`config.mk`:
```
export PLATFORM = sky130hd
export DESIGN_NAME = trtcm_policer
export DESIGN_NICKNAME = d
export VERILOG_FILES = /design/src/rtl/trtcm_pkg.sv /design/src/rtl/trtcm_rst_sync.sv /design/src/rtl/trtcm_expand.sv /design/src/rtl/trtcm_cost.sv /design/src/rtl/trtcm_timer.sv /design/src/rtl/trtcm_bucket.sv /design/src/rtl/trtcm_policer.sv
export SDC_FILE = /design/constraint.sdc
export NUM_CORES = 1
export LEC_CHECK = 0
export ABC_AREA = 1
export BUFFER_PORTS_ARGS = -buffer_cell sky130_fd_sc_hd__buf_2
export CORE_ASPECT_RATIO = 1.2
export CORE_UTILIZATION = 40
export CTS_CLUSTER_DIAMETER = 50
export DETAILED_ROUTE_END_ITERATION = 8
export PLACE_DENSITY = 0.56
export SYNTH_ARGS = -nofsm -noshare
export SYNTH_HDL_FRONTEND = slang
export SYNTH_SLANG_ARGS = --single-unit
```
`constraint.sdc`:
```
create_clock -name clk -period 9.23 [get_ports clk]
set_clock_uncertainty 0.2 [all_clocks]
set_input_delay 0.923 -clock clk [delete_from_list [all_inputs] [get_ports clk]]
set_output_delay 0.923 -clock clk [all_outputs]
set_load 0.01 [all_outputs]
```
`src/rtl/trtcm_pkg.sv`:
```
package trtcm_pkg;
  localparam int EXP_W     = 5;
  localparam int MANT_W    = 8;
  localparam int ADJM_W    = 9;
  localparam int OFS_W     = 8;
  localparam int RDIV_W    = 4;
  localparam int CFG_W     = 20;
  localparam int ADDR_W    = 3;
  localparam int EXP_OFF   = 24;
  localparam int EXP_CLAMP = 23;
  localparam int FRAC_W    = 8;

  typedef enum logic [1:0] {
    COL_GREEN  = 2'd0,
    COL_YELLOW = 2'd1,
    COL_RED    = 2'd2
  } color_e;

  localparam logic [1:0] ACT_DROP    = 2'b01;
  localparam logic [1:0] CMODE_BLIND = 2'b11;

  localparam logic [ADDR_W-1:0] A_CRATE  = 3'd0;
  localparam logic [ADDR_W-1:0] A_CDEPTH = 3'd1;
  localparam logic [ADDR_W-1:0] A_PRATE  = 3'd2;
  localparam logic [ADDR_W-1:0] A_PDEPTH = 3'd3;
  localparam logic [ADDR_W-1:0] A_COST   = 3'd4;
  localparam logic [ADDR_W-1:0] A_CTRL   = 3'd5;

  typedef struct packed {
    logic [EXP_W-1:0]  e;
    logic [MANT_W-1:0] m;
  } fmt_t;
endpackage

```
`src/rtl/trtcm_rst_sync.sv`:
```
module trtcm_rst_sync (
  input  logic clk,
  input  logic rst_n,
  output logic srst_n
);
  logic [1:0] sync_q;

  always_ff @(posedge clk or negedge rst_n) begin
    if (!rst_n) sync_q <= 2'b00;
    else        sync_q <= {sync_q[0], 1'b1};
  end

  assign srst_n = sync_q[1];
endmodule

```
`src/rtl/trtcm_expand.sv`:
```
module trtcm_expand
  import trtcm_pkg::*;
#(
  parameter int TOK_W = 34
) (
  input  fmt_t             fmt,
  output logic [TOK_W-1:0] val
);
  logic [TOK_W-1:0] base;

  always_comb begin
    base = TOK_W'({1'b1, fmt.m});
    if (fmt.e >= EXP_W'(EXP_OFF)) val = '0;
    else                          val = base << fmt.e;
  end
endmodule

```
`src/rtl/trtcm_cost.sv`:
```
module trtcm_cost
  import trtcm_pkg::*;
#(
  parameter int LEN_W = 16,
  parameter int TOK_W = 34
) (
  input  logic [LEN_W-1:0]  len,
  input  logic [OFS_W-1:0]  ofs,
  input  logic [ADJM_W-1:0] adj_m,
  input  logic [EXP_W-1:0]  adj_e,
  input  logic              len_off,
  output logic [TOK_W-1:0]  cost
);
  localparam int SW = TOK_W + 2;

  logic signed [SW-1:0] len_s, ofs_s, m_s, base_s, adj_s, sum_s;
  logic [EXP_W-1:0]     e_c;

  always_comb begin
    e_c    = (adj_e > EXP_W'(EXP_CLAMP)) ? EXP_W'(EXP_CLAMP) : adj_e;
    len_s  = $signed({{(SW-LEN_W){1'b0}}, len});
    ofs_s  = $signed({{(SW-OFS_W){1'b0}}, ofs});
    m_s    = $signed({{(SW-ADJM_W){1'b0}}, adj_m});
    base_s = len_off ? '0 : ((len_s - ofs_s) <<< FRAC_W);
    adj_s  = (m_s - $signed(SW'(256))) <<< e_c;
    sum_s  = base_s + adj_s;
    if (sum_s < $signed(SW'(1))) cost = TOK_W'(1);
    else                         cost = sum_s[TOK_W-1:0];
  end
endmodule

```
`src/rtl/trtcm_timer.sv`:
```
module trtcm_timer
  import trtcm_pkg::*;
#(
  parameter int TICK_CYC = 500
) (
  input  logic              clk,
  input  logic              srst_n,
  input  logic [RDIV_W-1:0] rdiv,
  output logic              tick
);
  localparam longint MAXP  = longint'(TICK_CYC) << ((1 << RDIV_W) - 1);
  localparam int     CNT_W = $clog2(MAXP + 1);

  logic [CNT_W-1:0] cnt_q, cnt_d, period;

  always_comb begin
    period = CNT_W'(TICK_CYC) << rdiv;
    tick   = (cnt_q >= period - CNT_W'(1));
    cnt_d  = tick ? '0 : cnt_q + CNT_W'(1);
  end

  always_ff @(posedge clk or negedge srst_n) begin
    if (!srst_n) cnt_q <= '0;
    else         cnt_q <= cnt_d;
  end
endmodule

```
`src/rtl/trtcm_bucket.sv`:
```
module trtcm_bucket #(
  parameter int TOK_W = 34
) (
  input  logic             clk,
  input  logic             srst_n,
  input  logic             tick,
  input  logic [TOK_W-1:0] rate,
  input  logic [TOK_W-1:0] depth,
  input  logic             debit_en,
  input  logic [TOK_W-1:0] debit_amt,
  output logic [TOK_W-1:0] level
);
  logic [TOK_W-1:0] lvl_q, lvl_d;
  logic [TOK_W:0]   after, sum;

  always_comb begin
    after = {1'b0, lvl_q} - (debit_en ? {1'b0, debit_amt} : '0);
    sum   = tick ? (after + {1'b0, rate}) : after;
    lvl_d = (sum > {1'b0, depth}) ? depth : sum[TOK_W-1:0];
  end

  always_ff @(posedge clk or negedge srst_n) begin
    if (!srst_n) lvl_q <= '0;
    else         lvl_q <= lvl_d;
  end

  assign level = lvl_q;
endmodule

```
`src/rtl/trtcm_policer.sv`:
```
module trtcm_policer
  import trtcm_pkg::*;
#(
  parameter int LEN_W    = 16,
  parameter int TOK_W    = 34,
  parameter int TICK_CYC = 500
) (
  input  logic              clk,
  input  logic              rst_n,
  input  logic              cfg_we,
  input  logic [2:0]        cfg_addr,
  input  logic [19:0]       cfg_wdata,
  input  logic              pkt_valid,
  output logic              pkt_ready,
  input  logic [LEN_W-1:0]  pkt_len,
  input  logic [1:0]        pkt_color,
  output logic              dec_valid,
  output logic [1:0]        dec_color,
  output logic              dec_drop
);
  localparam int NB = 2;       // committed = 0, peak = 1
  localparam int NF = 2 * NB;  // rate/depth per bucket

  logic srst_n;
  trtcm_rst_sync u_rst (.clk(clk), .rst_n(rst_n), .srst_n(srst_n));

  // configuration registers
  fmt_t              fmt_q [NF];
  fmt_t              fmt_d [NF];
  logic [ADJM_W-1:0] adjm_q, adjm_d;
  logic [EXP_W-1:0]  adje_q, adje_d;
  logic              loff_q, loff_d;
  logic [OFS_W-1:0]  ofs_q, ofs_d;
  logic [RDIV_W-1:0] rdiv_q, rdiv_d;
  logic [1:0]        act_q [3];
  logic [1:0]        act_d [3];
  logic [1:0]        cmode_q, cmode_d;

  always_comb begin
    for (int i = 0; i < NF; i++) fmt_d[i] = fmt_q[i];
    for (int c = 0; c < 3; c++)  act_d[c] = act_q[c];
    adjm_d  = adjm_q;
    adje_d  = adje_q;
    loff_d  = loff_q;
    ofs_d   = ofs_q;
    rdiv_d  = rdiv_q;
    cmode_d = cmode_q;
    if (cfg_we) begin
      case (cfg_addr)
        A_CRATE, A_CDEPTH, A_PRATE, A_PDEPTH: begin
          fmt_d[cfg_addr[1:0]].m = cfg_wdata[7:0];
          fmt_d[cfg_addr[1:0]].e = cfg_wdata[12:8];
        end
        A_COST: begin
          adjm_d = cfg_wdata[8:0];
          adje_d = cfg_wdata[13:9];
          loff_d = cfg_wdata[14];
        end
        A_CTRL: begin
          ofs_d    = cfg_wdata[7:0];
          rdiv_d   = cfg_wdata[11:8];
          act_d[0] = cfg_wdata[13:12];
          act_d[1] = cfg_wdata[15:14];
          act_d[2] = cfg_wdata[17:16];
          cmode_d  = cfg_wdata[19:18];
        end
        default: ;
      endcase
    end
  end

  always_ff @(posedge clk or negedge srst_n) begin
    if (!srst_n) begin
      for (int i = 0; i < NF; i++) begin
        fmt_q[i].m <= '0;
        fmt_q[i].e <= EXP_W'(EXP_OFF);
      end
      adjm_q   <= ADJM_W'(256);
      adje_q   <= '0;
      loff_q   <= 1'b0;
      ofs_q    <= '0;
      rdiv_q   <= '0;
      act_q[0] <= 2'b00;
      act_q[1] <= 2'b00;
      act_q[2] <= ACT_DROP;
      cmode_q  <= CMODE_BLIND;
    end else begin
      for (int i = 0; i < NF; i++) fmt_q[i] <= fmt_d[i];
      for (int c = 0; c < 3; c++)  act_q[c] <= act_d[c];
      adjm_q  <= adjm_d;
      adje_q  <= adje_d;
      loff_q  <= loff_d;
      ofs_q   <= ofs_d;
      rdiv_q  <= rdiv_d;
      cmode_q <= cmode_d;
    end
  end

  // decoded values
  logic [TOK_W-1:0] fval [NF];
  genvar gi;
  generate
    for (gi = 0; gi < NF; gi++) begin : g_exp
      trtcm_expand #(.TOK_W(TOK_W)) u_exp (.fmt(fmt_q[gi]), .val(fval[gi]));
    end
  endgenerate

  // refill timer
  logic tick;
  trtcm_timer #(.TICK_CYC(TICK_CYC)) u_tmr (
    .clk(clk), .srst_n(srst_n), .rdiv(rdiv_q), .tick(tick)
  );

  // stage 1: accept and cost
  logic             accept;
  logic [TOK_W-1:0] cost_c;
  logic             s1_v_q, s1_v_d;
  logic [TOK_W-1:0] s1_cost_q, s1_cost_d;
  logic [1:0]       s1_col_q, s1_col_d;

  assign pkt_ready = srst_n & ~cfg_we;
  assign accept    = pkt_valid & pkt_ready;

  trtcm_cost #(.LEN_W(LEN_W), .TOK_W(TOK_W)) u_cost (
    .len(pkt_len), .ofs(ofs_q), .adj_m(adjm_q), .adj_e(adje_q),
    .len_off(loff_q), .cost(cost_c)
  );

  always_comb begin
    s1_v_d    = accept;
    s1_cost_d = accept ? cost_c : s1_cost_q;
    s1_col_d  = accept ? pkt_color : s1_col_q;
  end

  always_ff @(posedge clk or negedge srst_n) begin
    if (!srst_n) begin
      s1_v_q    <= 1'b0;
      s1_cost_q <= '0;
      s1_col_q  <= '0;
    end else begin
      s1_v_q    <= s1_v_d;
      s1_cost_q <= s1_cost_d;
      s1_col_q  <= s1_col_d;
    end
  end

  // stage 2: buckets and marking
  logic [TOK_W-1:0] lvl [NB];
  logic             deb [NB];

  generate
    for (gi = 0; gi < NB; gi++) begin : g_bkt
      trtcm_bucket #(.TOK_W(TOK_W)) u_bkt (
        .clk(clk), .srst_n(srst_n), .tick(tick),
        .rate(fval[2*gi]), .depth(fval[2*gi+1]),
        .debit_en(deb[gi]), .debit_amt(s1_cost_q), .level(lvl[gi])
      );
    end
  endgenerate

  logic   blind, in_red, in_yel, c_ok, p_used, p_ok;
  color_e col_c;
  logic   drop_c;

  always_comb begin
    blind  = (cmode_q == CMODE_BLIND);
    in_red = !blind && s1_col_q[1];
    in_yel = !blind && (s1_col_q == 2'd1);
    c_ok   = (lvl[0] >= s1_cost_q);
    p_used = (fval[3] != '0);
    p_ok   = !p_used || (lvl[1] >= s1_cost_q);
    if (in_red || !c_ok)      col_c = COL_RED;
    else if (in_yel || !p_ok) col_c = COL_YELLOW;
    else                      col_c = COL_GREEN;
    deb[0] = s1_v_q && (col_c != COL_RED);
    deb[1] = s1_v_q && (col_c == COL_GREEN) && p_used;
    drop_c = (act_q[col_c] == ACT_DROP);
  end

  logic       dv_q;
  logic [1:0] dc_q;
  logic       dd_q;

  always_ff @(posedge clk or negedge srst_n) begin
    if (!srst_n) begin
      dv_q <= 1'b0;
      dc_q <= '0;
      dd_q <= 1'b0;
    end else begin
      dv_q <= s1_v_q;
      if (s1_v_q) begin
        dc_q <= col_c;
        dd_q <= drop_c;
      end
    end
  end

  assign dec_valid = dv_q;
  assign dec_color = dc_q;
  assign dec_drop  = dd_q;

  // observation points for the checker
  logic [TOK_W-1:0] c_lvl, p_lvl, c_depth, p_depth;
  assign c_lvl   = lvl[0];
  assign p_lvl   = lvl[1];
  assign c_depth = fval[1];
  assign p_depth = fval[3];
endmodule

```
Word level (Yosys, flattened, before mapping) --
Index checks and enable logic that the tools add are counted.
Storage, ports and cells: output and inout port bits 5, input bits 45, logic and storage cells 115, bits in registers 222
Operators by class: shifts and indexed selects 6, reduce and logical (&&, ||, !) cells 20, bitwise logic cells 5, $lt $le $gt $ge 14, add/sub/neg operators 9, equal/unequal tests 9, multiplexer cells 25
Operators by type and width (number):
- $mux W34 | 9
- $shl A9 B5 Y34 | 4
- $bwmux W52 | 2
- $add A35 B34 Y35 | 2
- $gt A35 B34 Y1 | 2
- $mux W35 | 2
- $sub A34 B35 Y35 | 2
- $ge A34 B34 Y1 | 2
- $demux W13 S2 | 2
- $add A36 B36 Y36 | 1
- $lt A36 B2 Y1 const B | 1
- $mux W36 | 1
- $sshl A36 B5 Y36 | 1
- $reduce_bool A34 Y1 | 1
- $add A24 B1 Y24 const B | 1
- $ge A24 B24 Y1 | 1
- $mux W24 | 1
- $shl A9 B4 Y24 const A | 1
- $sub A24 B1 Y24 const B | 1
- $ge A5 B5 Y1 const B | 4
- $sub A16 B8 Y17 | 1
- $mux W13 | 1
- $sub A9 B9 Y10 const B | 1
- $mux W8 | 1
- other kinds (23) | 43

Longest topological paths before layout --
Gate-level depths: netlist of the first run.
word-level depth 18, gate-level depth with buffers 56, mapped depth without buffers 54

Hierarchy --
Synthesis of the first run repeated with hierarchy kept, for this count alone.
Unflattened totals: cell total of the unflattened synthesis 4990, area, all modules 30117.6 sq um
Modules (own cells, without submodules):
- trtcm_bucket at g_bkt[0].u_bkt | cells each 1272, seq. area each 850.8 sq um, times used 1, area an instance 7546.0 sq um
- trtcm_bucket at g_bkt[1].u_bkt | cells each 1284, seq. area each 850.8 sq um, times used 1, area an instance 7389.6 sq um
- trtcm_policer | cells each 798, seq. area each 3218.1 sq um, times used 1, area an instance 6702.7 sq um
- trtcm_cost | cells each 720, seq. area each 0.0 sq um, times used 1, area an instance 3559.7 sq um
- trtcm_expand | cells each 148, seq. area each 0.0 sq um, times used 4, area an instance 681.9 sq um
- trtcm_timer | cells each 321, seq. area each 600.6 sq um, times used 1, area an instance 2138.3 sq um
- trtcm_rst_sync | cells each 3, seq. area each 50.0 sq um, times used 1, area an instance 53.8 sq um

Least setup slack after synthesis of the first run --
Ideal clock, no wire load.
kind register to register, from register s1_cost_q[33], to register g_bkt[1].u_bkt.lvl_q[1], library setup time 0.066 ns, stages on the path, launching flop included 50, clock period less this slack 6.792 ns, setup slack 2.438 ns, data required time 8.964 ns, path buffers 2, arrival time 6.525 ns, cell sequence dfrtp_1 -> inv_1 -> ha_1 -> nand2_1 -> nor2_1 -> nand2_1 -> nor4_1 -> o2111ai_1 -> nand4_1 -> nand2_1 -> nor2_2 -> buf_2 -> nand2_1 -> nor2_1 -> ha_1 -> inv_1 -> fa_1 -> nand3_1 -> [... 14 more ...] -> nand4_1 -> a31o_2 -> nand3_1 -> nand2_1 -> inv_1 -> ha_1 -> a21oi_1 -> nor2_1 -> nor4_1 -> nand2_1 -> nand2_1 -> nand2_1 -> nand2_1 -> nand2_1 -> nand2_1 -> clkbuf_1 -> nand3_1 -> nand2_1
On the way: longest elaborated chain between the ends 15, elaborated cells on any way between the ends 18, those cells by class add/sub: 2; order compare: 3; mux: 5; reduce/logical: 8
RTL lines:
- start: declaration | RTL line trtcm_policer.sv:118 | logic [TOK_W-1:0] s1_cost_q, s1_cost_d;
- start signal: assignment | RTL line trtcm_policer.sv:142 | s1_cost_q <= s1_cost_d;
- $ge A34 B34 Y1 | RTL line trtcm_policer.sv:171 | p_ok = !p_used || (lvl[1] >= s1_cost_q);
- $logic_or A1 B1 Y1 | RTL line trtcm_policer.sv:171
- $logic_not A1 Y1 | RTL line trtcm_policer.sv:173 | else if (in_yel || !p_ok) col_c = COL_YELLOW;
- $logic_or A1 B1 Y1 | RTL line trtcm_policer.sv:173
- $mux W1 | RTL line trtcm_policer.sv:173
- $mux W2 | RTL line trtcm_policer.sv:172 | if (in_red || !c_ok) col_c = COL_RED;
- $logic_not A2 Y1 | RTL line trtcm_policer.sv:176 | deb[1] = s1_v_q && (col_c == COL_GREEN) && p_used;
- $logic_and A1 B1 Y1 (2 in series) | RTL line trtcm_policer.sv:176
- $mux W34 * | RTL line trtcm_bucket.sv:17 | after = {1'b0, lvl_q} - (debit_en ? {1'b0, debit_amt} : '0);
- $sub A34 B35 Y35 * | RTL line trtcm_bucket.sv:17
- $add A35 B34 Y35 | RTL line trtcm_bucket.sv:18 | sum = tick ? (after + {1'b0, rate}) : after;
- $mux W35 * | RTL line trtcm_bucket.sv:18
- $gt A35 B34 Y1 | RTL line trtcm_bucket.sv:19 | lvl_d = (sum > {1'b0, depth}) ? depth : sum[TOK_W-1:0];
- $mux W34 * | RTL line trtcm_bucket.sv:19
- net g_bkt[1].u_bkt.lvl_d[1] | RTL line trtcm_bucket.sv:13 | logic [TOK_W-1:0] lvl_q, lvl_d;
- end signal: assignment | RTL line trtcm_bucket.sv:24 | else lvl_q <= lvl_d;
- end: declaration | RTL line trtcm_bucket.sv:13
Mark *: on every way through the listed nets, which the timed path passes. The rest lies on a longest branch. A chain may end at the register's enable or synchronous reset.

Final worst setup path of the first run --
from register s1_cost_q[28], to register g_bkt[0].u_bkt.lvl_q[9]
On the way: longest elaborated chain between the ends 14, elaborated cells on any way between the ends 17, those cells by class add/sub: 2; order compare: 3; eq/ne: 1; mux: 5; reduce/logical: 6
RTL lines:
- $ge A34 B34 Y1 | RTL line trtcm_policer.sv:171
- $logic_or A1 B1 Y1 | RTL line trtcm_policer.sv:171
- $logic_not A1 Y1 | RTL line trtcm_policer.sv:173
- $logic_or A1 B1 Y1 | RTL line trtcm_policer.sv:173
- $mux W1 | RTL line trtcm_policer.sv:173
- $mux W2 | RTL line trtcm_policer.sv:172
- $ne A2 B2 Y1 | RTL line trtcm_policer.sv:175 | deb[0] = s1_v_q && (col_c != COL_RED);
- $logic_and A1 B1 Y1 | RTL line trtcm_policer.sv:175
- $mux W34 * | RTL line trtcm_bucket.sv:17
- $sub A34 B35 Y35 * | RTL line trtcm_bucket.sv:17
- $add A35 B34 Y35 | RTL line trtcm_bucket.sv:18
- $mux W35 * | RTL line trtcm_bucket.sv:18
- $gt A35 B34 Y1 | RTL line trtcm_bucket.sv:19
- $mux W34 * | RTL line trtcm_bucket.sv:19
- net g_bkt[0].u_bkt.lvl_d[9] | RTL line trtcm_bucket.sv:13
- end signal: assignment | RTL line trtcm_bucket.sv:24
- end: declaration | RTL line trtcm_bucket.sv:13
Marks and branches as above.

==> results of run 1 <==
## power by group
group	internal, mW	switching (mW)
combinational	3.41	7.05
clock	0.882	0.619
sequential	1.26	0.380
## worst max-delay path by stage
stage                                    from                            endpoint  slack, ns  depth (start not counted)
finish              s1_cost_q[28]$_DFFE_PN0P_   g_bkt[0].u_bkt.level[9]$_DFF_PN0_       0.55                         40
global route        s1_cost_q[28]$_DFFE_PN0P_  g_bkt[0].u_bkt.level[29]$_DFF_PN0_     -0.005                         41
CTS                 s1_cost_q[28]$_DFFE_PN0P_   g_bkt[0].u_bkt.level[9]$_DFF_PN0_       0.33                         40
detailed placement  s1_cost_q[33]$_DFFE_PN0P_  g_bkt[0].u_bkt.level[16]$_DFF_PN0_       0.36                         40
global placement    s1_cost_q[33]$_DFFE_PN0P_  g_bkt[0].u_bkt.level[16]$_DFF_PN0_       0.31                         40
floorplan           u_rst.sync_q[1]$_DFF_PN0_                act_q[1]$_DFFE_PN0P_       2.39                          0
## routing by layer
layer,up-vias,GRT usage [%],share of wire [%]
met2,845,51.92,46
li1,15180,-,-
met5,-,0,0
met1,13870,40.29,45
met4,0,12.09,4.3
met3,188,2.987,4.5
## area by class of cell
cell class | instances | share of cell area [%]
clock inverters | 24 | 1.011
flip-flops and latches | 222 | 18.08
well taps | 918 | 3.725
repair buffers | 82 | 1.729
inverters | 562 | 6.854
multi-input cells | 3679 | 65.29
clock buffers | 48 | 3.308
## cells in the mapped netlist (5+ instances only)
library cell / n / share of area [%]
clkbuf_1: 82 / 1.1
nor3_1: 62 / 1.1
o21ai_0: 328 / 5.8
nand2_2: 9 / 0.20
inv_2: 8 / 0.11
a21oi_1: 344 / 6.1
nor2_1: 512 / 6.8
nor2_2: 7 / 0.15
or2_2: 23 / 0.51
and3_1: 6 / 0.13
buf_6: 13 / 0.52
xnor2_1: 38 / 1.2
nor4_1: 24 / 0.53
o21a_1: 16 / 0.42
a31oi_1: 42 / 0.93
a31o_2: 6 / 0.19
a221oi_1: 5 / 0.15
xor2_1: 65 / 2.0
fa_1: 6 / 0.42
buf_1: 6 / 0.079
inv_1: 551 / 7.3
o21ai_2: 8 / 0.25
nand4_1: 71 / 1.6
dfstp_2: 12 / 1.1
nand3_2: 12 / 0.42
a211oi_1: 6 / 0.16
a21o_1: 41 / 1.1
o21bai_1: 18 / 0.48
nand3_1: 313 / 5.5
o21ai_1: 45 / 0.79
nand3b_1: 25 / 0.66
and2_1: 13 / 0.29
o211ai_1: 11 / 0.29
buf_2: 15 / 0.26
ha_1: 331 / 15
dfrtp_1: 210 / 19
nand2_1: 1238 / 16
mux2i_1: 5 / 0.18
## state kept, by name, summed over array words and instances, names as in the netlist
register           flops
act_q                  6
adje_q                 5
adjm_q                 9
cmode_q                2
dec_color              2
dec_drop               1
dec_valid              1
fmt_q                 52
g_bkt.u_bkt.level     68
loff_q                 1
ofs_q                  8
rdiv_q                 4
s1_col_q               2
s1_cost_q             34
s1_v_q                 1
u_rst.sync_q           2
u_tmr.cnt_q           24
## logic make-up after synthesis
| kind of cell | after synthesis | synth area share, % |
|---|---|---|
| other | 2 | 0.02651 |
| and+or+nand+nor | 2331 | 34.95 |
| buffers and inverters | 682 | 9.499 |
| muxes | 8 | 0.2959 |
| adders and majority gates | 337 | 15.04 |
| AOI/OAI and AO/OA | 888 | 17.13 |
| DFF | 222 | 19.66 |
| xor gates and xnor gates | 106 | 3.396 |
## critical path, delay by kind of cell, from the launching register on
family	cells	cell delay, ns
AO/OA/AOI/OAI	8	1.64
XOR/XNOR	1	0.42
adder cells (fa/ha/maj)	4	1.41
buffers and inverters	4	0.82
flip-flops	1	0.52
AND/OR/NAND/NOR	23	3.52
## stage by stage
step,hold slack [ns],area [µm²],setup WS [ns]
6_report,0.1257,30830,0.5476
2_1_floorplan,0.1312,28360,2.387
5_1_grt,0.1512,30830,-0.005020
3_3_place_gp,0.1345,29460,0.3079
4_1_cts,0.1402,30800,0.3270
3_5_place_dp,0.1366,29460,0.3649
## timing repair
action	in CTS	in global routing
hold buffers	1	0
gates resized for setup	0	5
hold endpoints to repair	2	0
setup endpoints to repair	0	68
==> results.toml, run 1 <==
[global_route]
grt_overflow_total = 0
gr-usage-all-layers_pct = 30.81
first_global_vias = 28750
grt_pass1_wl_mm = 170.0
grt_antenna_before_repair = 4
grt_max_degree = 73

[final_layout]
n_antenna_cell = 0
fin_nets = 4968
final_cells = 5535
mostFrequentLayoutCells = "nand2_1, inv_1, nor2_1"
drive_above_1_share_pct = 5.545
multi_input_comb_area_mm2 = 0.02013
regArea_mm2 = 0.005574
fillers = 7664
area_growth_pct = 8.814
final_common_cell = "nand2_1"
utilization_pct = 44.11

[clock_network]
htree_num_levels = 2
cts_tree = "yes"
postCtsSetupBuffers = 0
clock_path_buffers = 3
clock-sinks = 222
clk_pin_slew_worst_paths_ns = 0.06
clkLatencyLatePin_ns = 0.60
cts_buffers = 39
root_buffer = "clkbuf_16"

[placement]
place_inst = 5462
port-buffer-count = 49
hpwl_mm = 92.63
place_congestion = 1.034

[yosys]
yosysWarnings = 0
synth-edff-count = 0
synthArstFlopShare_pct = 100.0
ys_seq_elements = 222
netlist_instances = 4576
avgSynthCellArea_um2 = 6.192
syn_area_mm2 = 0.02833
seq_area_frac_synth_pct = 19.66
synth_top_flop_cell = "dfrtp_1"
synth_cell_types = 64

[floorplan]
dieArea_mm2 = 0.07191
initial_core_util_pct = 40.54
die_w_um = 245.0
dieHeight_um = 293.5
coreArea_mm2 = 0.06989
rows = 106
ioPinCount = 50

[worst_setup_path]
crit_type = "reg -> reg"
arrival_ns = 8.94
r2r_end = "g_bkt[0].u_bkt.level[9]$_DFF_PN0_"
cp_data_required_time_ns = 9.49
start_kind = "flop"
slowest_stage = "dfrtp_1"
r2r_cells = 40
cp-end-kind = "flop"
regToRegSetupSlack_ns = 0.55
crit_fanout = 68
cpMostUsedCell = "nand2_1"
slowest_delay_ns = 0.52
r2r_start = "s1_cost_q[28]$_DFFE_PN0P_"

[routing]
wl_mm = 110.7
postRouteAntennaNets = 0
drt_iter0_drc = 2501
first_pass_iters = 8
vias = 30090
wl_per_cell_um = 20.00
drc_errors = 0
avgViaCountPerCell = 5.435

[sta]
setup_viol_count_final = 0
hold_violations = 0
tightest_slew_ns = 1.070
fmax_ghz = 0.1152
slew_headroom_pct = 28.46
period_needed_ns = 8.682
slew_viol_final = 0
finalCritPeriodShare_pct = 94.07
finalSetupTns_ns = 0

[power_and_ir_drop]
power_density_mw_per_mm2 = 441.0
p_total_mw = 13.60
p_leak_nw = 15.87
ir_drop_mv = 0.3308

[job]
maxCapViolCount = 0

[outcome]
status = "finished, final reports clean"

[hold_path]
min_path_type = "reg -> async"
No activity file was read; power rests on OpenSTA's default activity.
==> run 2, diff against run 1 <==
--- a/config.mk
+++ b/config.mk
@@ -7,11 +7,14 @@
 export LEC_CHECK = 0
 export ABC_AREA = 1
 export BUFFER_PORTS_ARGS = -buffer_cell sky130_fd_sc_hd__buf_2
+export CAP_MARGIN = 10
 export CORE_ASPECT_RATIO = 1.2
 export CORE_UTILIZATION = 40
 export CTS_CLUSTER_DIAMETER = 50
 export DETAILED_ROUTE_END_ITERATION = 8
 export PLACE_DENSITY = 0.56
+export RECOVER_POWER = 50
 export SYNTH_ARGS = -nofsm -noshare
 export SYNTH_HDL_FRONTEND = slang
 export SYNTH_SLANG_ARGS = --single-unit
+export TNS_END_PERCENT = 20
==> run 2 against run 1 <==
The run now ends with max-capacitance violations, max-slew violations left. Final cell count is the same. Register-to-register slack gained 0.09 ns. First-iteration DRC count shrank 4.8%. Clock power is essentially flat. Critical path depth is the same. Highest routed layer unchanged. Worst setup slack gained 0.086 ns. Via count grew 0.18%. Largest cell class unchanged. Count of clock-buffer cells in the layout is the same. Fmax grew 1.0%.
==> results.toml, run 2 (same netlist as run 1, synthesis figures left out) <==
[global_route]
first_global_vias = 28750
grt_pass1_wl_mm = 170.0
grt_max_degree = 73
grt_antenna_before_repair = 4
gr-usage-all-layers_pct = 30.81
grt_overflow_total = 0

[routing]
postRouteAntennaNets = 0
first_pass_iters = 6
drc_errors = 0
drt_iter0_drc = 2380
avgViaCountPerCell = 5.445
vias = 30140
wl_per_cell_um = 19.99
wl_mm = 110.6

[final_layout]
drive_above_1_share_pct = 5.371
fillers = 7672
fin_nets = 4968
mostFrequentLayoutCells = "nand2_1, inv_1, nor2_1"
utilization_pct = 44.08
final_cells = 5535
regArea_mm2 = 0.005570
multi_input_comb_area_mm2 = 0.02013
area_growth_pct = 8.735
n_antenna_cell = 0
largest_reg_flops = 68
final_common_cell = "nand2_1"

[worst_setup_path]
slowest_stage = "dfrtp_1"
arrival_ns = 8.85
slowest_delay_ns = 0.52
crit_fanout = 68
cp_data_required_time_ns = 9.49
cpMostUsedCell = "nand2_1"
crit_type = "reg -> reg"
start_kind = "flop"
cp-end-kind = "flop"

[sta]
finalWorstSetupSlack_ns = 0.6341
slew_viol_final = 228
finalSetupTns_ns = 0
fmax_ghz = 0.1163
setup_viol_count_final = 0
period_needed_ns = 8.596
hold_violations = 0
finalCritPeriodShare_pct = 93.13
tightest_slew_ns = 4.044
slew_headroom_pct = -169.6

[placement]
port-buffer-count = 49
place_ws_ns = 0.3649
place_inst = 5462
hpwl_mm = 92.63
place_congestion = 1.034

[hold_path]
min_path_type = "reg -> reg"

[outcome]
violations = "max-capacitance violations, max-slew violations"
status = "finished, violations left"

[power_and_ir_drop]
p_leak_nw = 15.85
ir_drop_mv = 0.3277
switchingPower_mw = 8.045
power_density_mw_per_mm2 = 441.2
p_comb_share_pct = 76.9
switching_share_pct = 59.19
p_int_mw = 5.547
p_total_mw = 13.59
p_seq_share_pct = 12.1
power.share.clock_pct = 11.0

[clock_network]
clk_pin_slew_worst_paths_ns = 0.06
clkLatencyLatePin_ns = 0.60
cts_tree = "yes"
postCtsSetupBuffers = 0
root_buffer = "clkbuf_16"
htree_num_levels = 2
clock-sinks = 222
clock_path_buffers = 3
cts_buffers = 39

[floorplan]
dieHeight_um = 293.5
rows = 106
initial_core_util_pct = 40.54
dieArea_mm2 = 0.07191
coreArea_mm2 = 0.06989
ioPinCount = 50
die_w_um = 245.0

[job]
maxCapViolCount = 4
-- run 2: cell types whose count changed in the layout (fill, tap and decap cells not counted), sizes merged --
cell    before  now
clkbuf      48   55
buf         81   74
-- run 2: area by class of cell --
cell class | instances | area share (%)
Tap cell | 918 | 3.728
Multi-Input combinational cell | 3679 | 65.34
Clock inverter | 24 | 1.011
Inverter | 562 | 6.859
Clock buffer | 48 | 3.310
Timing Repair Buffer | 82 | 1.669
Sequential cell | 222 | 18.08
-- run 2: what timing repair did --
| action | CTS | global route |
|---|---|---|
| gates resized for setup | 0 | 5 |
| endpoints found under the setup margin | 0 | 68 |
| hold buffers | 1 | 0 |
| hold endpoints to repair | 2 | 0 |
-- run 2: path summary, 6_finish.rpt --
check                                                from                            endpoint  slack, ns  depth (start not counted)
worst max-delay path            s1_cost_q[28]$_DFFE_PN0P_   g_bkt[0].u_bkt.level[9]$_DFF_PN0_       0.63                         40
worst min-delay path            u_rst.sync_q[0]$_DFF_PN0_           u_rst.sync_q[1]$_DFF_PN0_       0.15                          0
worst max register to register  s1_cost_q[28]$_DFFE_PN0P_   g_bkt[0].u_bkt.level[9]$_DFF_PN0_       0.63                         40
worst min register to register  u_rst.sync_q[0]$_DFF_PN0_           u_rst.sync_q[1]$_DFF_PN0_       0.15                          0
max in group asynchronous       u_rst.sync_q[1]$_DFF_PN0_  g_bkt[1].u_bkt.level[16]$_DFF_PN0_       3.65                          1
min in group asynchronous                           rst_n           u_rst.sync_q[0]$_DFF_PN0_       0.44                          2
-- run 2: worst max-delay path: cells and delay by family, from the launching register on --
family	cells	cell delay [ns]
AND/OR/NAND/NOR	23	3.51
AO/OA/AOI/OAI	8	1.62
flip-flops	1	0.52
adder cells (fa/ha/maj)	4	1.39
XOR/XNOR	1	0.38
buffers and inverters	4	0.80
-- run 2: through the flow --
stage | hold slack (ns) | area (µm²)
floorplan | 0.1312 | 28360
global placement | 0.1345 | 29460
detailed placement | 0.1366 | 29460
CTS | 0.1402 | 30800
global route | 0.1512 | 30810
finish | 0.1474 | 30810
-- run 2: routing by layer --
metal	share of wire, %	track usage, %
met4	4.4	12.09
met3	4.7	2.987
met2	46	51.92
met1	44	40.29
met5	0	0
-- run 2: power groups by stage --
stage	sequential [mW]	clock [mW]	combinational [mW]
after floorplan	1.42	0	7.41
after global placement	1.65	0	10.3
after detailed placement	1.65	0	10.2
after CTS	1.63	1.53	10.3
after global routing	1.67	1.57	11.7
final	1.64	1.50	10.5
